File: src/rtl/plseq_pkg.sv
package plseq_pkg;

    localparam int REG_AW = 16;
    localparam int REG_DW = 32;

    localparam logic [REG_AW-1:0] A_GCTRL   = 16'h8000;
    localparam logic [REG_AW-1:0] A_GSTAT   = 16'h8008;
    localparam logic [REG_AW-1:0] A_RDCACHE = 16'h8050;
    localparam logic [REG_AW-1:0] A_WRCACHE = 16'h8054;
    localparam logic [REG_AW-1:0] A_LNKCTL2 = 16'h00A0;
    localparam logic [REG_AW-1:0] A_LNKCAP  = 16'h007C;
    localparam logic [REG_AW-1:0] A_EQCTRL  = 16'h08A8;

    localparam int BIT_DLL_UP  = 1;
    localparam int BIT_PHY_UP  = 9;
    localparam int BIT_TRAIN   = 2;
    localparam int BIT_EQ_FAST = 5;

    localparam logic [REG_DW-1:0] TYPE_FIELD   = 32'h0000_00F0;
    localparam logic [REG_DW-1:0] TYPE_ROOT    = 32'h0000_0040;
    localparam logic [REG_DW-1:0] SPEED_FIELD  = 32'h0000_000F;
    localparam logic [REG_DW-1:0] RD_ATTR_VAL  = 32'h0000_3511;
    localparam logic [REG_DW-1:0] WR_ATTR_VAL  = 32'h0000_5311;

    typedef enum logic [1:0] {
        OP_RD  = 2'd0,
        OP_WR  = 2'd1,
        OP_RMW = 2'd2
    } op_e;

    typedef struct packed {
        op_e               op;
        logic [REG_AW-1:0] addr;
        logic [REG_DW-1:0] keep;
        logic [REG_DW-1:0] set;
    } acc_cmd_t;

    typedef enum logic [3:0] {
        S_IDLE,
        S_STAT0,
        S_TRN_OFF,
        S_DEVTYPE,
        S_RDC,
        S_WRC,
        S_SPD_CTL,
        S_SPD_CAP,
        S_EQ,
        S_STAT1,
        S_TRN_ON,
        S_POLL,
        S_SETTLE
    } seq_state_e;

    function automatic logic link_ok(input logic [REG_DW-1:0] s);
        return s[BIT_DLL_UP] & s[BIT_PHY_UP];
    endfunction

    function automatic logic [REG_DW-1:0] merge(input logic [REG_DW-1:0] old,
                                                input logic [REG_DW-1:0] keep,
                                                input logic [REG_DW-1:0] set);
        return (old & keep) | set;
    endfunction

endpackage

File: src/rtl/plseq_timer.sv
module plseq_timer
    import plseq_pkg::*;
#(
    parameter int CLK_HZ = 100_000_000,
    parameter int US_W   = 17
) (
    input  logic            clk,
    input  logic            rst,
    input  logic            clr,
    input  logic            run,
    output logic [US_W-1:0] us_cnt
);
    localparam int RAW_CPU = CLK_HZ / 1_000_000;
    localparam int CPU     = (RAW_CPU < 1) ? 1 : RAW_CPU;
    localparam int PW      = (CPU < 2) ? 1 : $clog2(CPU);

    logic [PW-1:0] pre;

    always_ff @(posedge clk) begin
        if (rst || clr) begin
            pre    <= '0;
            us_cnt <= '0;
        end else if (run) begin
            if (pre == PW'(CPU - 1)) begin
                pre <= '0;
                if (us_cnt != '1) us_cnt <= us_cnt + 1'b1;
            end else begin
                pre <= pre + 1'b1;
            end
        end
    end


    tick_mono_chk: assert property (@(posedge clk) disable iff (rst)
        (run && !clr) |=> (us_cnt >= $past(us_cnt)));

endmodule

File: src/rtl/plseq_access.sv
module plseq_access
    import plseq_pkg::*;
(
    input  logic              clk,
    input  logic              rst,
    input  logic              cmd_valid,
    input  acc_cmd_t          cmd,
    output logic              fin,
    output logic [REG_DW-1:0] rd_q,
    output logic              reg_req,
    output logic              reg_we,
    output logic [REG_AW-1:0] reg_addr,
    output logic [REG_DW-1:0] reg_wdata,
    input  logic              reg_ack,
    input  logic [REG_DW-1:0] reg_rdata
);
    typedef enum logic [1:0] {E_IDLE, E_RD, E_WR} eng_e;

    eng_e      est;
    acc_cmd_t  cur;

    assign reg_req = (est == E_RD) || (est == E_WR);
    assign reg_we  = (est == E_WR);
    assign reg_addr = cur.addr;

    always_ff @(posedge clk) begin
        if (rst) begin
            est       <= E_IDLE;
            cur       <= '{op: OP_RD, addr: '0, keep: '0, set: '0};
            fin       <= 1'b0;
            rd_q      <= '0;
            reg_wdata <= '0;
        end else begin
            fin <= 1'b0;
            unique case (est)
                E_IDLE: if (cmd_valid) begin
                    cur <= cmd;
                    if (cmd.op == OP_WR) begin
                        reg_wdata <= cmd.set;
                        est       <= E_WR;
                    end else begin
                        est <= E_RD;
                    end
                end
                E_RD: if (reg_ack) begin
                    rd_q <= reg_rdata;
                    if (cur.op == OP_RMW) begin
                        reg_wdata <= merge(reg_rdata, cur.keep, cur.set);
                        est       <= E_WR;
                    end else begin
                        fin <= 1'b1;
                        est <= E_IDLE;
                    end
                end
                E_WR: if (reg_ack) begin
                    fin <= 1'b1;
                    est <= E_IDLE;
                end
                default: est <= E_IDLE;
            endcase
        end
    end


    req_hold_chk: assert property (@(posedge clk) disable iff (rst)
        (reg_req && !reg_ack) |=> (reg_req && $stable(reg_addr) && $stable(reg_we) && $stable(reg_wdata)));


    rmw_order_chk: assert property (@(posedge clk) disable iff (rst)
        (reg_req && !reg_we && reg_ack && cur.op == OP_RMW) |=> (reg_req && reg_we));

endmodule

File: src/rtl/pcie_link_seq.sv
module pcie_link_seq
    import plseq_pkg::*;
#(
    parameter int CLK_HZ     = 100_000_000,
    parameter int TIMEOUT_US = 100_000,
    parameter int SETTLE_US  = 100
) (
    input  logic        clk,
    input  logic        rst,
    input  logic        start,
    input  logic [3:0]  target_speed,
    output logic        reg_req,
    output logic        reg_we,
    output logic [15:0] reg_addr,
    output logic [31:0] reg_wdata,
    input  logic        reg_ack,
    input  logic [31:0] reg_rdata,
    output logic        done,
    output logic        link_up
);
    localparam int US_MAX = (TIMEOUT_US > SETTLE_US) ? TIMEOUT_US : SETTLE_US;
    localparam int US_W   = $clog2(US_MAX + 2);
    localparam logic [US_W-1:0] TMO_L = US_W'(TIMEOUT_US);
    localparam logic [US_W-1:0] STL_L = US_W'(SETTLE_US);

    seq_state_e        state;
    logic              issued;
    logic [3:0]        speed_q;
    logic              tmr_clr;
    logic              tmr_run;
    logic [US_W-1:0]   us_cnt;
    logic              fin;
    logic [REG_DW-1:0] rd_q;
    logic              is_op;
    logic              cmd_valid;
    acc_cmd_t          cmd;

    always_comb begin
        cmd   = '{op: OP_RD, addr: A_GSTAT, keep: '1, set: '0};
        is_op = 1'b1;
        unique case (state)
            S_STAT0, S_STAT1, S_POLL: cmd = '{op: OP_RD, addr: A_GSTAT, keep: '1, set: '0};
            S_TRN_OFF: cmd = '{op: OP_RMW, addr: A_GCTRL, keep: ~(32'h1 << BIT_TRAIN), set: '0};
            S_DEVTYPE: cmd = '{op: OP_RMW, addr: A_GCTRL, keep: ~TYPE_FIELD, set: TYPE_ROOT};
            S_RDC:     cmd = '{op: OP_WR, addr: A_RDCACHE, keep: '0, set: RD_ATTR_VAL};
            S_WRC:     cmd = '{op: OP_WR, addr: A_WRCACHE, keep: '0, set: WR_ATTR_VAL};
            S_SPD_CTL: cmd = '{op: OP_RMW, addr: A_LNKCTL2, keep: ~SPEED_FIELD, set: {28'b0, speed_q}};
            S_SPD_CAP: cmd = '{op: OP_RMW, addr: A_LNKCAP, keep: ~SPEED_FIELD, set: {28'b0, speed_q}};
            S_EQ:      cmd = '{op: OP_RMW, addr: A_EQCTRL, keep: '1, set: 32'h1 << BIT_EQ_FAST};
            S_TRN_ON:  cmd = '{op: OP_RMW, addr: A_GCTRL, keep: '1, set: 32'h1 << BIT_TRAIN};
            default:   is_op = 1'b0;
        endcase
    end

    assign cmd_valid = is_op && !issued;
    assign tmr_run   = (state == S_POLL) || (state == S_SETTLE);

    always_ff @(posedge clk) begin
        if (rst) begin
            state   <= S_IDLE;
            issued  <= 1'b0;
            speed_q <= '0;
            tmr_clr <= 1'b0;
            done    <= 1'b0;
            link_up <= 1'b0;
        end else begin
            tmr_clr <= 1'b0;
            if (cmd_valid) issued <= 1'b1;
            if (fin) issued <= 1'b0;
            unique case (state)
                S_IDLE: if (start) begin
                    speed_q <= target_speed;
                    done    <= 1'b0;
                    link_up <= 1'b0;
                    state   <= S_STAT0;
                end
                S_STAT0:   if (fin) state <= link_ok(rd_q) ? S_DEVTYPE : S_TRN_OFF;
                S_TRN_OFF: if (fin) state <= S_DEVTYPE;
                S_DEVTYPE: if (fin) state <= S_RDC;
                S_RDC:     if (fin) state <= S_WRC;
                S_WRC:     if (fin) state <= S_SPD_CTL;
                S_SPD_CTL: if (fin) state <= S_SPD_CAP;
                S_SPD_CAP: if (fin) state <= S_EQ;
                S_EQ:      if (fin) state <= S_STAT1;
                S_STAT1: if (fin) begin
                    if (link_ok(rd_q)) begin
                        state   <= S_POLL;
                        tmr_clr <= 1'b1;
                    end else begin
                        state <= S_TRN_ON;
                    end
                end
                S_TRN_ON: if (fin) begin
                    state   <= S_POLL;
                    tmr_clr <= 1'b1;
                end
                S_POLL: if (fin) begin
                    if (link_ok(rd_q)) begin
                        state   <= S_SETTLE;
                        tmr_clr <= 1'b1;
                    end else if (us_cnt >= TMO_L) begin
                        state   <= S_IDLE;
                        done    <= 1'b1;
                        link_up <= 1'b0;
                    end
                end
                S_SETTLE: if (!tmr_clr && us_cnt >= STL_L) begin
                    state   <= S_IDLE;
                    done    <= 1'b1;
                    link_up <= 1'b1;
                end
                default: state <= S_IDLE;
            endcase
        end
    end

    plseq_timer #(.CLK_HZ(CLK_HZ), .US_W(US_W)) i_timer (
        .clk    (clk),
        .rst    (rst),
        .clr    (tmr_clr),
        .run    (tmr_run),
        .us_cnt (us_cnt)
    );

    plseq_access i_access (
        .clk       (clk),
        .rst       (rst),
        .cmd_valid (cmd_valid),
        .cmd       (cmd),
        .fin       (fin),
        .rd_q      (rd_q),
        .reg_req   (reg_req),
        .reg_we    (reg_we),
        .reg_addr  (reg_addr),
        .reg_wdata (reg_wdata),
        .reg_ack   (reg_ack),
        .reg_rdata (reg_rdata)
    );


    done_hold_chk: assert property (@(posedge clk) disable iff (rst)
        (done && !start) |=> (done && $stable(link_up)));


    up_needs_done_chk: assert property (@(posedge clk) disable iff (rst)
        link_up |-> done);


    rd_attr_chk: assert property (@(posedge clk) disable iff (rst)
        (reg_req && reg_we && reg_addr == A_RDCACHE) |-> (reg_wdata == RD_ATTR_VAL));


    speed_field_chk: assert property (@(posedge clk) disable iff (rst)
        (reg_req && reg_we && (reg_addr == A_LNKCTL2 || reg_addr == A_LNKCAP))
            |-> (reg_wdata[3:0] == speed_q));

endmodule

File: config.mk
export PLATFORM = sky130hd
export DESIGN_NAME = pcie_link_seq
export DESIGN_NICKNAME = d
export VERILOG_FILES = /design/src/rtl/plseq_pkg.sv /design/src/rtl/plseq_timer.sv /design/src/rtl/plseq_access.sv /design/src/rtl/pcie_link_seq.sv
export SDC_FILE = /design/constraint.sdc
export NUM_CORES = 1
export LEC_CHECK = 0
export CORE_MARGIN = 3
export CORE_UTILIZATION = 55
export CTS_CLUSTER_DIAMETER = 200
export CTS_CLUSTER_SIZE = 30
export DETAILED_ROUTE_END_ITERATION = 8
export PLACE_DENSITY = 0.85
export SYNTH_ARGS = -nofsm -noshare
export SYNTH_HDL_FRONTEND = slang
export SYNTH_SLANG_ARGS = --single-unit
File: constraint.sdc
create_clock -name clk -period 6.21 [get_ports clk]
set_input_delay 0.9315 -clock clk [delete_from_list [all_inputs] [get_ports clk]]
set_output_delay 0.9315 -clock clk [all_outputs]
set_load 0.02 [all_outputs]
# [Yosys cells after proc, flatten, opt, wreduce, memory -nomap -nowiden]
# Cells that the tools add are included.
[classes] reduce_logical=22 mux=50 order_cmp=2 bitwise_logic=3 n_eq_ne=39 add_sub_neg=2
[ops] operator="82-bit case mux with 8 select lines" count=1
[ops] operator="32-bit two-way mux" count=4
[ops] operator="32-bit case mux with 2 select lines" count=1
[ops] operator="4-bit two-way mux" count=15
[ops] operator="4-bit case mux with 13 select lines" count=1
[ops] operator="32-bit AND" count=1
[ops] operator="32-bit bitwise OR" count=1
[ops] operator="2-bit by 1-bit inequality test with 1-bit output (second input constant)" count=15
[ops] operator="4-bit == test (second input constant)" count=5
[ops] operator="17-bit by 1-bit adder with 17-bit output (second input constant)" count=1
[ops] operator="17-bit >= comparator (second input constant)" count=1
[ops] operator="17-bit by 7-bit >= comparator with 1-bit output (second input constant)" count=1
[ops] operator="1-bit two-way mux" count=17
[ops] operator="17-bit inequality test (second input constant)" count=1
[ops] operator="4-bit by 3-bit == test with 1-bit output (second input constant)" count=4
[ops] operator="14-bit AND reduction" count=1
[ops] operator="11-bit OR reduction" count=1
[ops] operator="2-bit two-way mux" count=5
[ops] operator="2-bit inequality test (second input constant)" count=5
[ops] operator="4-bit by 2-bit == test with 1-bit output (second input constant)" count=2
[ops] operator="7-bit by 1-bit adder with 7-bit output (second input constant)" count=1
[ops] operator="7-bit == test (second input constant)" count=1
[ops] operator="7-bit two-way mux" count=1
[ops] operator="1-bit case mux with 3 select lines" count=2
[ops] operator="other kinds (19)" count=30
[totals] inputBits=40 wordCells=134 register_bits=163

# [Depth between registers and ports, before layout]
[depth] depth_word=6 ltp_mapped=10 mapped_depth_nobuf=9

# [Cells and area by module]
# Synthesis repeated with hierarchy kept, for this count alone.
[hier_totals] cells_unflattened=1010 hier_area_um2=8129.0
[modules_own_cells] mod="plseq_access" area_each_um2=6093.3 seq_area_each_um2=2982.9 n_inst=1 cells_each=751
[modules_own_cells] mod="plseq_timer" area_each_um2=1136.1 seq_area_each_um2=480.5 n_inst=1 cells_each=130
[modules_own_cells] mod="pcie_link_seq" area_each_um2=899.6 seq_area_each_um2=240.2 n_inst=1 cells_each=129

# [Least setup slack after synthesis]
# No wires, ideal clock.
[synth_timing] path_kind="register -> register" from="register i_timer.us_cnt[0]" to="register i_timer.us_cnt[11]" path_stages_with_launch=10 setup_ps=60 synth_period_minus_slack_ps=2631 slack_ps=3579 arrival_time_ps=2571 path_buffers=0 cell_sequence="dfxtp_1 ha_1 and2_1 and4_1 and4_1 ha_1 nor4_1 nand4_1 or4_2 nand2_1"
[synth_between] elab_chain_len=2 word_cells_on_any_way=3
[synth_lines] element="start: declaration" line_no="plseq_timer.sv:11" text="output logic [US_W-1:0] us_cnt"
[synth_lines] element="start signal: assignment" line_no="plseq_timer.sv:26" text="if (us_cnt != '1) us_cnt <= us_cnt + 1'b1;"
[synth_lines] element="branches (longest 2 deep; another with 17-bit by 1-bit adder with 17-bit output)"
# Parallel ways; which one is timed is not known.
# A chain may end at the register's enable or synchronous reset.

# [Worst setup path after layout]
[layout_timing] from="register state[1]" to="register i_timer.us_cnt[11]"
[layout_between] elab_chain_len=3 word_cells_on_any_way=4
[layout_lines] element="start: declaration" line_no="pcie_link_seq.sv:26" text="seq_state_e state;"
[layout_lines] element="start signal: assignment" line_no="pcie_link_seq.sv:77" text="S_STAT0: if (fin) state <= link_ok(rd_q) ? S_DEVTYPE : S_TRN_OFF;"
[layout_lines] element="4-bit == test" line_no="pcie_link_seq.sv:56" text="assign tmr_run = (state == S_POLL) || (state == S_SETTLE);"
[layout_lines] element="1-bit logical OR (*)" line_no="pcie_link_seq.sv:56"
[layout_lines] element="3-bit AND reduction (no line) (*)"
# Mark *: on every way between the ends. The rest lies on a longest branch, timed or not.

==> results.md <==
* Largest net degree at the start of global routing at 70
* Clk root buf: clkbuf_8
* Worst-skew pair later-pin latency at 370 ps
* Post-DP Area at 0.00518 mm²
* Layout Skew at 17.0 ps
* Most common library cells after synthesis: 93 x dfxtp_1, 75 x nand2_1, 63 x a21oi_1, 53 x nor2_1, 34 x nand3_1
* Die H at 95.8 µm
* First-pass GRT wire length at 17700 µm
* Post-synth EDFFs at 0
* FFs w/ async S/R, synth at 0
* Gr ovfl total at 0
* Setup slack after placement at 2950 ps
* Setup crit end kind: register
* H-tree levels at 3
* Synth warn at 0
* Die X at 95.8 µm
* DP Wirelength at 7520 µm
* CTS max path bufs at 2
* Actual slew at the worst max-slew pin at 1090 ps
* Top cell type by total area after synthesis: dfxtp_1
* Register Area at 0.00186 mm²
* Reg2reg end: i_timer.us_cnt[11]
* Post-route ant nets at 0
* Slew Viols, Final at 0
* Fin crit period at 3100 ps
* Via/cell ratio at 5.79
* Top post-synthesis cells by area: dfxtp_1 42%, a21oi_1 7.1%, nand2_1 6.3%
* Area of the multi-input gates at 0.00229 mm²
* DR vias at 4132
* Routability cong. at 0.856
* WL/cell at 15.1 µm
* DR iter-0 viols at 304
* Startpoint types: register
* Site Rows at 32
* DR pass1 iterations at 5
* Fmax at 323 MHz
* Peak fanout along the critical path at 22
* Psw at 0.678 mW
* Reg-to-Reg Start: state[1]
* Logic pwr share at 0.349
* TritonCTS clock tree: built
* Worst EP required at 6520 ps
* Share of cells above drive strength 1 at 0.0539
* Cell area after synthesis at 0.00443 mm²
* Peak supply drop at 140 µV
* CTS buffer count at 9
* Detailed-route DRC error count at 0
* HP Start: i_access.reg_wdata[19]
* Clock slew at reported path FFs at 90 ps
* All-Layer GR Usage at 0.242
* Post-cts resize count at 0
* # setup viols final at 0
* Outcome: complete, no violations
* Critical path's slowest cell: dfxtp_1
* Drt total wl at 10800 µm
* Cell count after synthesis at 554
* CTS sink cnt at 93
* Switch share at 0.387
* Clk pwr share at 0.220
* FILL cells at 615
* Max incr delay on CP at 810 ps
* # IOs at 92
* Hold Path Class: reg2reg
* Finished Layout Cells at 714
* Final std cell area, no fill at 0.00537 mm²
* Hold Buf Count CTS at 0
* Synthesized area per cell at 8.00 µm²
* PnR worst setup slack at 3110 ps
* Reg2reg path depth at 5
* #FFs+latches synth at 93
* Hold path endpoint: i_access.reg_wdata[19]
* Sequential share of power at 0.431
* Count of final hold-check violations at 0
* Core Region at 0.00777 mm²
* Cell Pwr Density at 326 mW/mm²
* Setup repair bufs after CTS at 0
* Share of the yosys chip area belonging to registers at 0.420
* Initial antenna violation count at 0
* Critical path arrival at 3410 ps
* RSZ-0062 raised after global routing: no
* Internal power at 1.07 mW
* Post-synth top area share at 0.420
* Leakage at 1.87 nW
* Cell with the most instances after synthesis: dfxtp_1
* Final period util at 0.499
* Cell variety after synth at 56
* Die area at 0.00918 mm²
* CP Class: reg2reg
* TNS Setup at 0 ps
* Starting density of the core at 0.571
* Final #Nets at 654
* Syn-to-layout area delta at 21.1%
* Cells after DPL at 698
* Hold path cells at 2
* Diode count at 0
* Max transition margin at 0.276
* Main flop type after synthesis: dfxtp_1
* Reg2Reg Setup Slack at 3110 ps
* Port Buffers at 83
* Cells along the critical path: and3b_1 -> o21a_1 -> nand4_1 -> or4_2 -> nand2_1
* Number of global-route vias before repair at 3881
* Max Cap Viol at 0
logic make-up (layout without fill, tap and decap cells):
family	after synthesis	count (layout)	synth area share
xor+xnor	16	16	0.0316
buf+inv	65	116	0.0711
compound gates	115	115	0.162
simple gates	252	252	0.284
mux	5	5	0.0113
other cells	1	8	0.000846
fa+ha+maj	7	7	0.0198
flops	93	93	0.420
power groups by stage:
stage | clock, mW | sequential (mW) | combinational, mW
2_1_floorplan | 0 | 0.772 | 0.405
3_5_place_dp | 0 | 0.766 | 0.606
5_1_grt | 0.420 | 0.768 | 0.671
4_1_cts | 0.391 | 0.753 | 0.607
6_report | 0.385 | 0.755 | 0.611
3_3_place_gp | 0 | 0.763 | 0.596
cells in the final DEF (no fill, tap or decap), drive strengths merged, types with 5 or more instances in the layout:
cell | netlist | layout
a211oi | 9 | 9
a21oi | 63 | 63
and2 | 10 | 10
and3 | 9 | 9
buf | 31 | 5
clkbuf | 21 | 11
clkdlybuf4s50 | 0 | 82
conb | 1 | 8
dfxtp | 93 | 93
ha | 7 | 7
inv | 13 | 15
mux2i | 5 | 5
nand2 | 75 | 75
nand3 | 34 | 34
nand4 | 14 | 14
nor2 | 53 | 53
nor3 | 24 | 24
nor4 | 8 | 8
o211ai | 7 | 7
o21ai | 9 | 9
or4 | 7 | 7
xor2 | 13 | 13
stage by stage:
stage	power (mW)	util	hold WS, ps
after floorplan	1.18	-	429
after global placement	1.36	0.667	439
after detailed placement	1.37	0.667	446
after CTS	1.75	0.691	459
after global routing	1.86	0.691	483
final	1.75	0.691	458
final cells by class:
cell class | count | share of cell area
flip-flops and latches | 93 | 0.347
well taps | 102 | 0.0238
inverters | 13 | 0.00909
repair buffers | 87 | 0.159
clock inverters | 5 | 0.00816
multi-input cells | 403 | 0.426
clock buffers | 11 | 0.0263
registers in the layout (all words and copies together), names as in the netlist, 2 cells and up:
name	count
i_timer.pre	7
i_access.cur	13
i_access.est	2
i_timer.us_cnt	17
state	4
speed_q	4
i_access.reg_addr	7
i_access.rd_q	2
i_access.reg_wdata	32
layer usage:
| metal | global-route usage | up-vias | share of wire |
|---|---|---|---|
| met2 | 0.384 | 143 | 0.48 |
| met5 | 0 | - | 0 |
| met3 | 0.0461 | 18 | 0.066 |
| met4 | 0.104 | 0 | 0.023 |
| li1 | - | 2041 | - |
| met1 | 0.320 | 1930 | 0.43 |
worst max-delay path: cells and delay by family (launching register included):
kind / cells / cell delay [ps]
flops: 1 / 810
simple gates: 4 / 1560
compound gates: 1 / 670
worst max path at each step:
| stage | start | to | slack [ps] | depth (start not counted) |
|---|---|---|---|---|
| 3_5_place_dp | reg_ack | i_access.reg_wdata[4] | 2950 | 6 |
| 4_1_cts | state[1] | i_timer.us_cnt[11] | 3170 | 5 |
| 6_report | state[1] | i_timer.us_cnt[11] | 3110 | 5 |
| 3_3_place_gp | reg_ack | i_access.reg_wdata[4] | 3090 | 6 |
| 5_1_grt | state[1] | i_timer.us_cnt[11] | 2800 | 5 |
| 2_1_floorplan | i_timer.us_cnt[0] | i_timer.us_cnt[11] | 3580 | 9 |
Note: power is estimated with default switching activity, not from simulation.
